==> src/rtl/rxec_pkg.sv <==
package rxec_pkg;
   typedef enum logic [1:0] {
      ST_HUNT = 2'd0,
      ST_IDLE = 2'd1,
      ST_RECV = 2'd2,
      ST_DROP = 2'd3
   } rx_state_e;

   localparam int unsigned NUM_CNT   = 3;
   localparam int unsigned CNT_DISC  = 0;
   localparam int unsigned CNT_ALIGN = 1;
   localparam int unsigned CNT_CRC   = 2;
   localparam int unsigned SEL_W     = 2;
endpackage

==> src/rtl/rxec_sat_cnt.sv <==
module rxec_sat_cnt #(
   parameter int unsigned W = 32
) (
   input  logic         clk,
   input  logic         rst_n,
   input  logic         inc,
   input  logic         clr,
   output logic [W-1:0] cnt
);
   localparam logic [W-1:0] MAX = '1;

   initial begin
      assert (W >= 2 && W <= 64) else $error("rxec_sat_cnt: W out of range");
   end

   always_ff @(posedge clk) begin
      if (!rst_n)                   cnt <= '0;
      else if (clr)                 cnt <= '0;
      else if (inc && (cnt != MAX)) cnt <= cnt + 1'b1;
   end

   // a full counter stays full unless cleared
   assert_sat_hold_R10: assert property (@(posedge clk) disable iff (!rst_n)
      ((cnt == MAX) && !clr) |=> (cnt == MAX));
   // without a clear, only hold or step by one
   assert_step_R10: assert property (@(posedge clk) disable iff (!rst_n)
      !clr |=> ((cnt == $past(cnt)) || (cnt == $past(cnt) + 1'b1)));
   // clear takes effect on the next edge
   assert_clr_R11: assert property (@(posedge clk) disable iff (!rst_n)
      clr |=> (cnt == '0));
endmodule

==> src/rtl/rxec_fifo_path.sv <==
module rxec_fifo_path #(
   parameter int unsigned DATA_W = 8
) (
   input  logic              clk,
   input  logic              rst_n,
   input  logic              acc,
   input  logic              ovw,
   input  logic [DATA_W-1:0] din,
   output logic              fifo_wr,
   output logic              fifo_ovw,
   output logic [DATA_W-1:0] fifo_data
);
   always_ff @(posedge clk) begin
      if (!rst_n) begin
         fifo_wr   <= 1'b0;
         fifo_ovw  <= 1'b0;
         fifo_data <= '0;
      end else begin
         fifo_wr  <= acc;
         fifo_ovw <= acc && ovw;
         if (acc) fifo_data <= din;
      end
   end

   // an overwrite is always a real write
   assert_ovw_is_wr_R4: assert property (@(posedge clk) disable iff (!rst_n)
      fifo_ovw |-> fifo_wr);
endmodule

==> src/rtl/rxec_classify.sv <==
module rxec_classify
   import rxec_pkg::*;
(
   input  logic               clk,
   input  logic               rst_n,
   input  logic               rx_sof,
   input  logic               rx_valid,
   input  logic               rx_eof,
   input  logic               rx_dribble,
   input  logic               crc_ok,
   input  logic               fifo_full,
   input  logic               buf_avail,
   output logic               acc,
   output logic               ovw,
   output logic [NUM_CNT-1:0] inc,
   output logic               stat_valid,
   output logic               stat_ov,
   output logic               stat_no,
   output logic               stat_cr,
   output logic               evt_rxf,
   output logic               evt_bsy,
   output logic               rx_hunt
);
   rx_state_e st_q, st_d;
   logic close_d, ov_d, no_d, cr_d, bsy_d;

   always_comb begin
      st_d    = st_q;
      acc     = 1'b0;
      ovw     = 1'b0;
      inc     = '0;
      close_d = 1'b0;
      ov_d    = 1'b0;
      no_d    = 1'b0;
      cr_d    = 1'b0;
      bsy_d   = 1'b0;
      case (st_q)
         ST_HUNT, ST_IDLE: begin
            if (rx_sof) st_d = buf_avail ? ST_RECV : ST_DROP;
         end
         ST_RECV: begin
            if (rx_valid) begin
               acc = 1'b1;
               if (fifo_full) begin
                  ovw           = 1'b1;
                  close_d       = 1'b1;
                  ov_d          = 1'b1;
                  inc[CNT_DISC] = 1'b1;
                  st_d          = ST_HUNT;
               end
            end
            if (rx_eof && !(rx_valid && fifo_full)) begin
               close_d = 1'b1;
               st_d    = ST_IDLE;
               if (!crc_ok) begin
                  if (rx_dribble) begin
                     no_d           = 1'b1;
                     inc[CNT_ALIGN] = 1'b1;
                  end else begin
                     cr_d         = 1'b1;
                     inc[CNT_CRC] = 1'b1;
                     st_d         = ST_HUNT;
                  end
               end
            end
         end
         ST_DROP: begin
            if (rx_eof) begin
               bsy_d         = 1'b1;
               inc[CNT_DISC] = 1'b1;
               st_d          = ST_IDLE;
            end
         end
         default: st_d = ST_HUNT;
      endcase
   end

   always_ff @(posedge clk) begin
      if (!rst_n) begin
         st_q       <= ST_HUNT;
         stat_valid <= 1'b0;
         stat_ov    <= 1'b0;
         stat_no    <= 1'b0;
         stat_cr    <= 1'b0;
         evt_rxf    <= 1'b0;
         evt_bsy    <= 1'b0;
      end else begin
         st_q       <= st_d;
         stat_valid <= close_d;
         stat_ov    <= ov_d;
         stat_no    <= no_d;
         stat_cr    <= cr_d;
         evt_rxf    <= close_d;
         evt_bsy    <= bsy_d;
      end
   end

   assign rx_hunt = (st_q == ST_HUNT);

   // status error bits are exclusive and only come with a close
   assert_excl_R3: assert property (@(posedge clk) disable iff (!rst_n)
      $onehot0({stat_ov, stat_no, stat_cr}) && ((stat_ov || stat_no || stat_cr) -> stat_valid));
   // overrun leaves the receiver hunting
   assert_ovr_hunt_R5: assert property (@(posedge clk) disable iff (!rst_n)
      (stat_valid && stat_ov) |-> rx_hunt);
   // aligned CRC failure leaves the receiver hunting
   assert_crc_hunt_R9: assert property (@(posedge clk) disable iff (!rst_n)
      (stat_valid && stat_cr) |-> rx_hunt);
   // alignment error does not enter hunt mode
   assert_align_nohunt_R7: assert property (@(posedge clk) disable iff (!rst_n)
      (stat_valid && stat_no) |-> !rx_hunt);
   // busy discard closes no buffer and does not hunt
   assert_bsy_nostat_R6: assert property (@(posedge clk) disable iff (!rst_n)
      evt_bsy |-> (!stat_valid && !evt_rxf && !rx_hunt));
endmodule

==> src/rtl/eth_rx_err_classify.sv <==
module eth_rx_err_classify
   import rxec_pkg::*;
#(
   parameter int unsigned DATA_W = 8,
   parameter int unsigned CNT_W  = 32
) (
   input  logic              clk,
   input  logic              rst_n,
   input  logic              rx_sof,
   input  logic              rx_valid,
   input  logic [DATA_W-1:0] rx_data,
   input  logic              rx_eof,
   input  logic              rx_dribble,
   input  logic              crc_ok,
   input  logic              fifo_full,
   input  logic              buf_avail,
   output logic              fifo_wr,
   output logic              fifo_ovw,
   output logic [DATA_W-1:0] fifo_data,
   output logic              stat_valid,
   output logic              stat_ov,
   output logic              stat_no,
   output logic              stat_cr,
   output logic              evt_rxf,
   output logic              evt_bsy,
   output logic              rx_hunt,
   input  logic [SEL_W-1:0]  cnt_sel,
   input  logic              cnt_clr,
   output logic [CNT_W-1:0]  cnt_rdata
);
   initial begin
      assert (DATA_W >= 4 && DATA_W <= 64) else $error("eth_rx_err_classify: DATA_W out of range");
      assert (CNT_W >= 2 && CNT_W <= 64) else $error("eth_rx_err_classify: CNT_W out of range");
   end

   logic               acc, ovw;
   logic [NUM_CNT-1:0] inc;
   logic [CNT_W-1:0]   cnt_q [NUM_CNT];

   rxec_classify u_cls (
      .clk        (clk),
      .rst_n      (rst_n),
      .rx_sof     (rx_sof),
      .rx_valid   (rx_valid),
      .rx_eof     (rx_eof),
      .rx_dribble (rx_dribble),
      .crc_ok     (crc_ok),
      .fifo_full  (fifo_full),
      .buf_avail  (buf_avail),
      .acc        (acc),
      .ovw        (ovw),
      .inc        (inc),
      .stat_valid (stat_valid),
      .stat_ov    (stat_ov),
      .stat_no    (stat_no),
      .stat_cr    (stat_cr),
      .evt_rxf    (evt_rxf),
      .evt_bsy    (evt_bsy),
      .rx_hunt    (rx_hunt)
   );

   rxec_fifo_path #(.DATA_W(DATA_W)) u_fifo (
      .clk       (clk),
      .rst_n     (rst_n),
      .acc       (acc),
      .ovw       (ovw),
      .din       (rx_data),
      .fifo_wr   (fifo_wr),
      .fifo_ovw  (fifo_ovw),
      .fifo_data (fifo_data)
   );

   for (genvar k = 0; k < NUM_CNT; k++) begin : g_cnt
      logic clr_k;
      assign clr_k = cnt_clr && (cnt_sel == SEL_W'(k));
      rxec_sat_cnt #(.W(CNT_W)) u_cnt (
         .clk   (clk),
         .rst_n (rst_n),
         .inc   (inc[k]),
         .clr   (clr_k),
         .cnt   (cnt_q[k])
      );
   end

   always_comb begin
      cnt_rdata = '0;
      for (int k = 0; k < NUM_CNT; k++) begin
         if (cnt_sel == SEL_W'(k)) cnt_rdata = cnt_q[k];
      end
   end

   // no FIFO write while hunting unless a frame just started
   assert_hunt_nowr_R2: assert property (@(posedge clk) disable iff (!rst_n)
      (rx_hunt && !rx_sof) |=> !fifo_wr);
endmodule

==> config.mk <==
export PLATFORM = sky130hd
export DESIGN_NAME = eth_rx_err_classify
export DESIGN_NICKNAME = d
export VERILOG_FILES = /design/src/rtl/rxec_pkg.sv /design/src/rtl/rxec_sat_cnt.sv /design/src/rtl/rxec_fifo_path.sv /design/src/rtl/rxec_classify.sv /design/src/rtl/eth_rx_err_classify.sv
export SDC_FILE = /design/constraint.sdc
export NUM_CORES = 1
export LEC_CHECK = 0
export BUFFER_PORTS_ARGS = -buffer_cell sky130_fd_sc_hd__buf_2
export CAP_MARGIN = 20
export CORE_MARGIN = 2
export CORE_UTILIZATION = 25
export CTS_CLUSTER_DIAMETER = 100
export CTS_CLUSTER_SIZE = 40
export DETAILED_ROUTE_END_ITERATION = 8
export MAX_ROUTING_LAYER = met4
export PLACE_DENSITY = 0.46
export SLEW_MARGIN = 20
export SYNTH_ARGS = -nofsm -noshare
export SYNTH_HDL_FRONTEND = slang
export SYNTH_SLANG_ARGS = --single-unit
==> constraint.sdc <==
create_clock -name clk -period 2.61 [get_ports clk]
set_input_delay 0 -clock clk [delete_from_list [all_inputs] [get_ports clk]]
set_output_delay 0 -clock clk [all_outputs]
set_load 0.005 [all_outputs]
==> summary.md <==
| Metric | Value |
|---|---|
| Status | `completed` |
| Worst Path Max Fanout | `6` |
| FF-to-FF setup slack | `0.20 ns` |
| Syn Inst Count | `794` |
| Tot GR Track Use | `0.162` |
| Hold EP | `g_cnt[2].u_cnt.cnt[19]` |
| GRT busiest layer | `met2` |
| Residual DRC | `0` |
| Crit Path Category | `reg2reg` |
| Die width | `163 µm` |
| # IOs | `69` |
| # port buffers | `68` |
| CP endpoint kind | `register` |
| Initial antenna violation count | `0` |
| Worst path slowest cell | `or4_4` |
| Post-synthesis cell type count | `58` |
| Largest net degree at the start of global routing | `36` |
| Syn_nets | `817` |
| Clk_lat worst skew | `0.43 ns` |
| GRT overflow | `0` |
| Post-Syn Area | `0.00628 mm²` |
| H-tree levels | `4` |
| Post-Route WL | `20400 µm` |
| Max incr delay on CP | `0.49 ns` |
| CTS tree | `done` |
| Clock Skew | `0.0123 ns` |
| Vias | `6391` |
| Final slew viol count | `0` |
| Area Growth Syn to Fin | `26.8%` |
| Relative slew slack | `0.511` |
| Setup TNS | `0 ns` |
| Drt first pass iters | `5` |
| Longest Clk Path Bufs | `2` |
| Met2 usage | `0.247` |
| Synth Flop Type | `dfxtp_1` |
| Post-synthesis sequential area ratio | `0.360` |
| CP required | `2.96 ns` |
| Num CTS Buffers | `17` |
| Total Die Area | `0.0264 mm²` |
| Nets | `910` |
| Worst path cell trace | `ha_1, nand3_1, or4_4, or4_4, or4_1, a21oi_1` |
| Vias in the first global route | `5845` |
| Core Region | `0.0249 mm²` |
| Worst-Margin Slew | `0.731 ns` |
| Most common cell after layout, fill and taps aside | `dfxtp_1` |
| Post-synth EDFFs | `0` |
| R2R depth | `6` |
| R2r startpoint | `g_cnt[2].u_cnt.cnt[0]` |
| # diodes | `0` |
| Reg-to-reg endpoint | `g_cnt[2].u_cnt.cnt[28]` |
| Crit path DAT | `2.76 ns` |
| CP top delay family | `simple AND/OR/NAND/NOR gates` |
| Sink Count | `113` |
| Hold/Removal Path Class | `in2reg` |
| Worst setup SP type | `register` |
| Final Cycle Share | `0.924` |
| Layout cells sized above 1 | `0.180` |
| Largest area contributor in the netlist | `dfxtp_1` |
| P_leak | `2.79 nW` |
| PwrDens | `572 mW/mm²` |
| Hpwl dp | `15000 µm` |
| Yosys top cell area share | `0.360` |
| Routed WL per cell | `16.6 µm` |
| Synth async-reset ratio | `0` |
| Worst Hold Depth | `4` |
| Final GP Congestion | `0.879` |
| Final setup viols | `0` |
| Root buffer cell | `clkbuf_16` |
| Starting Density | `0.252` |
| Dominant cells by area after synthesis | `dfxtp_1, o21ai_0, nand2_1` |
| Max IR drop VDD | `431 µV` |
| Max Cap Violations | `0` |
| Syn Area/Cell | `7.91 µm²` |
| Avg Vias per Cell | `5.20` |
| Hold path start | `cnt_clr` |
| Commonest non-fill, non-tap cells in the layout | `dfxtp_1, nand2_1, o21ai_0` |
| Post-CTS setup repair buffer count | `0` |
| Yosys warns | `0` |
| Post-route ant nets | `0` |
| Max frequency | `0.415 GHz` |
| Crit path time final | `2.41 ns` |
| Most used cell, CP | `or4_4` |
| 1st-iter DRT viols | `436` |
| WP buf/inv | `0` |
| Final Hold Fails | `0` |
| Die height | `163 µm` |
| Site row count | `58` |
| Global-route wire length before repair | `32600 µm` |
| Hold slack final | `0.126 ns` |
| M3 GR Usage | `0.0285` |
| Clock transition at path regs | `0.05 ns` |
| Unrepaired setup endpoints after global routing | `false` |
| GR Util met1 | `0.218` |
| Synth Register Bits | `113` |
-- what timing repair did --
action / in CTS / in global routing
resized for setup: 0 / 0
hold buffers: 15 / 0
hold endpoints to repair: 16 / 0
-- worst min-delay path, cell delays in order --
cell      delay (ns)
buf_2           0.14
a21boi_1        0.08
buf_4           0.17
o21a_1          0.11
-- worst max path at each step --
stage / from / endpoint / slack [ns] / cells past startpoint
4_1_cts: g_cnt[2].u_cnt.cnt[0] / g_cnt[2].u_cnt.cnt[28] / 0.20 / 6
3_5_place_dp: g_cnt[2].u_cnt.cnt[1] / g_cnt[2].u_cnt.cnt[28] / 0.22 / 6
6_report: g_cnt[2].u_cnt.cnt[0] / g_cnt[2].u_cnt.cnt[28] / 0.20 / 6
2_1_floorplan: g_cnt[2].u_cnt.cnt[0] / g_cnt[2].u_cnt.cnt[28] / 0.38 / 6
5_1_grt: g_cnt[2].u_cnt.cnt[0] / g_cnt[2].u_cnt.cnt[20] / 0.07 / 6
3_3_place_gp: g_cnt[2].u_cnt.cnt[0] / g_cnt[2].u_cnt.cnt[28] / 0.22 / 6
-- power by group --
group          internal [mW]  total, mW  switching [mW]
logic                 0.0788      0.209           0.130
clock network           1.76       2.61           0.843
registers               1.74       1.74         0.00763
-- metal layers --
metal | vias to the layer above | wire length [µm]
met5 | - | 0
met4 | 0 | 386
met3 | 27 | 803
met2 | 139 | 9370
met1 | 3026 | 9880
li1 | 3199 | -
-- layout make-up --
class / count / area [µm²]
clock buffers: 22 / 474
clock inverters: 10 / 180
fillers: 2628 / 16900
inverters: 14 / 52.6
multi-input cells: 620 / 3780
flip-flops and latches: 113 / 2260
well taps: 330 / 413
repair buffers: 121 / 801
-- kinds of logic after synthesis --
logic type	Yosys count	synth area share
adders and majority gates	3	0.00598
xor gates and xnor gates	7	0.00976
muxes	35	0.0558
AOI/OAI and AO/OA	222	0.210
DFF	113	0.360
and+or+nand+nor	353	0.318
buffers and inverters	61	0.0400
-- synth_stat cells (18+ instances only) --
cell type,count
nand2_1,97
and3_1,18
dfxtp_1,113
mux2i_1,35
clkbuf_1,33
o21ai_0,79
or3_1,35
o31ai_1,26
a21oi_1,68
nand4_1,27
nor2_1,26
nand3_1,46
or4_1,36
-- sequential cells by signal, summed over array words and instances (netlist names) --
signal	count
u_fifo.fifo_data	8
u_cls.evt_bsy	1
u_cls.st_q	2
u_cls.stat_no	1
u_fifo.fifo_wr	1
u_cls.evt_rxf	1
u_cls.stat_cr	1
u_fifo.fifo_ovw	1
g_cnt.u_cnt.cnt	96
u_cls.stat_ov	1
-- per-stage QoR --
stage / utilization / setup WS (ns) / std cells / area [µm²] / power (mW)
finish: 0.320 / 0.200 / 1230 / 7970 / 4.56
global route: 0.320 / 0.0704 / 1230 / 7970 / 4.72
CTS: 0.320 / 0.201 / 1230 / 7960 / 4.62
detailed placement: 0.287 / 0.219 / 1183 / 7150 / 1.97
global placement: 0.287 / 0.215 / 1183 / 7150 / 1.97
floorplan: - / 0.380 / 794 / 6280 / 1.89
(Power assumes the default switching activity.)
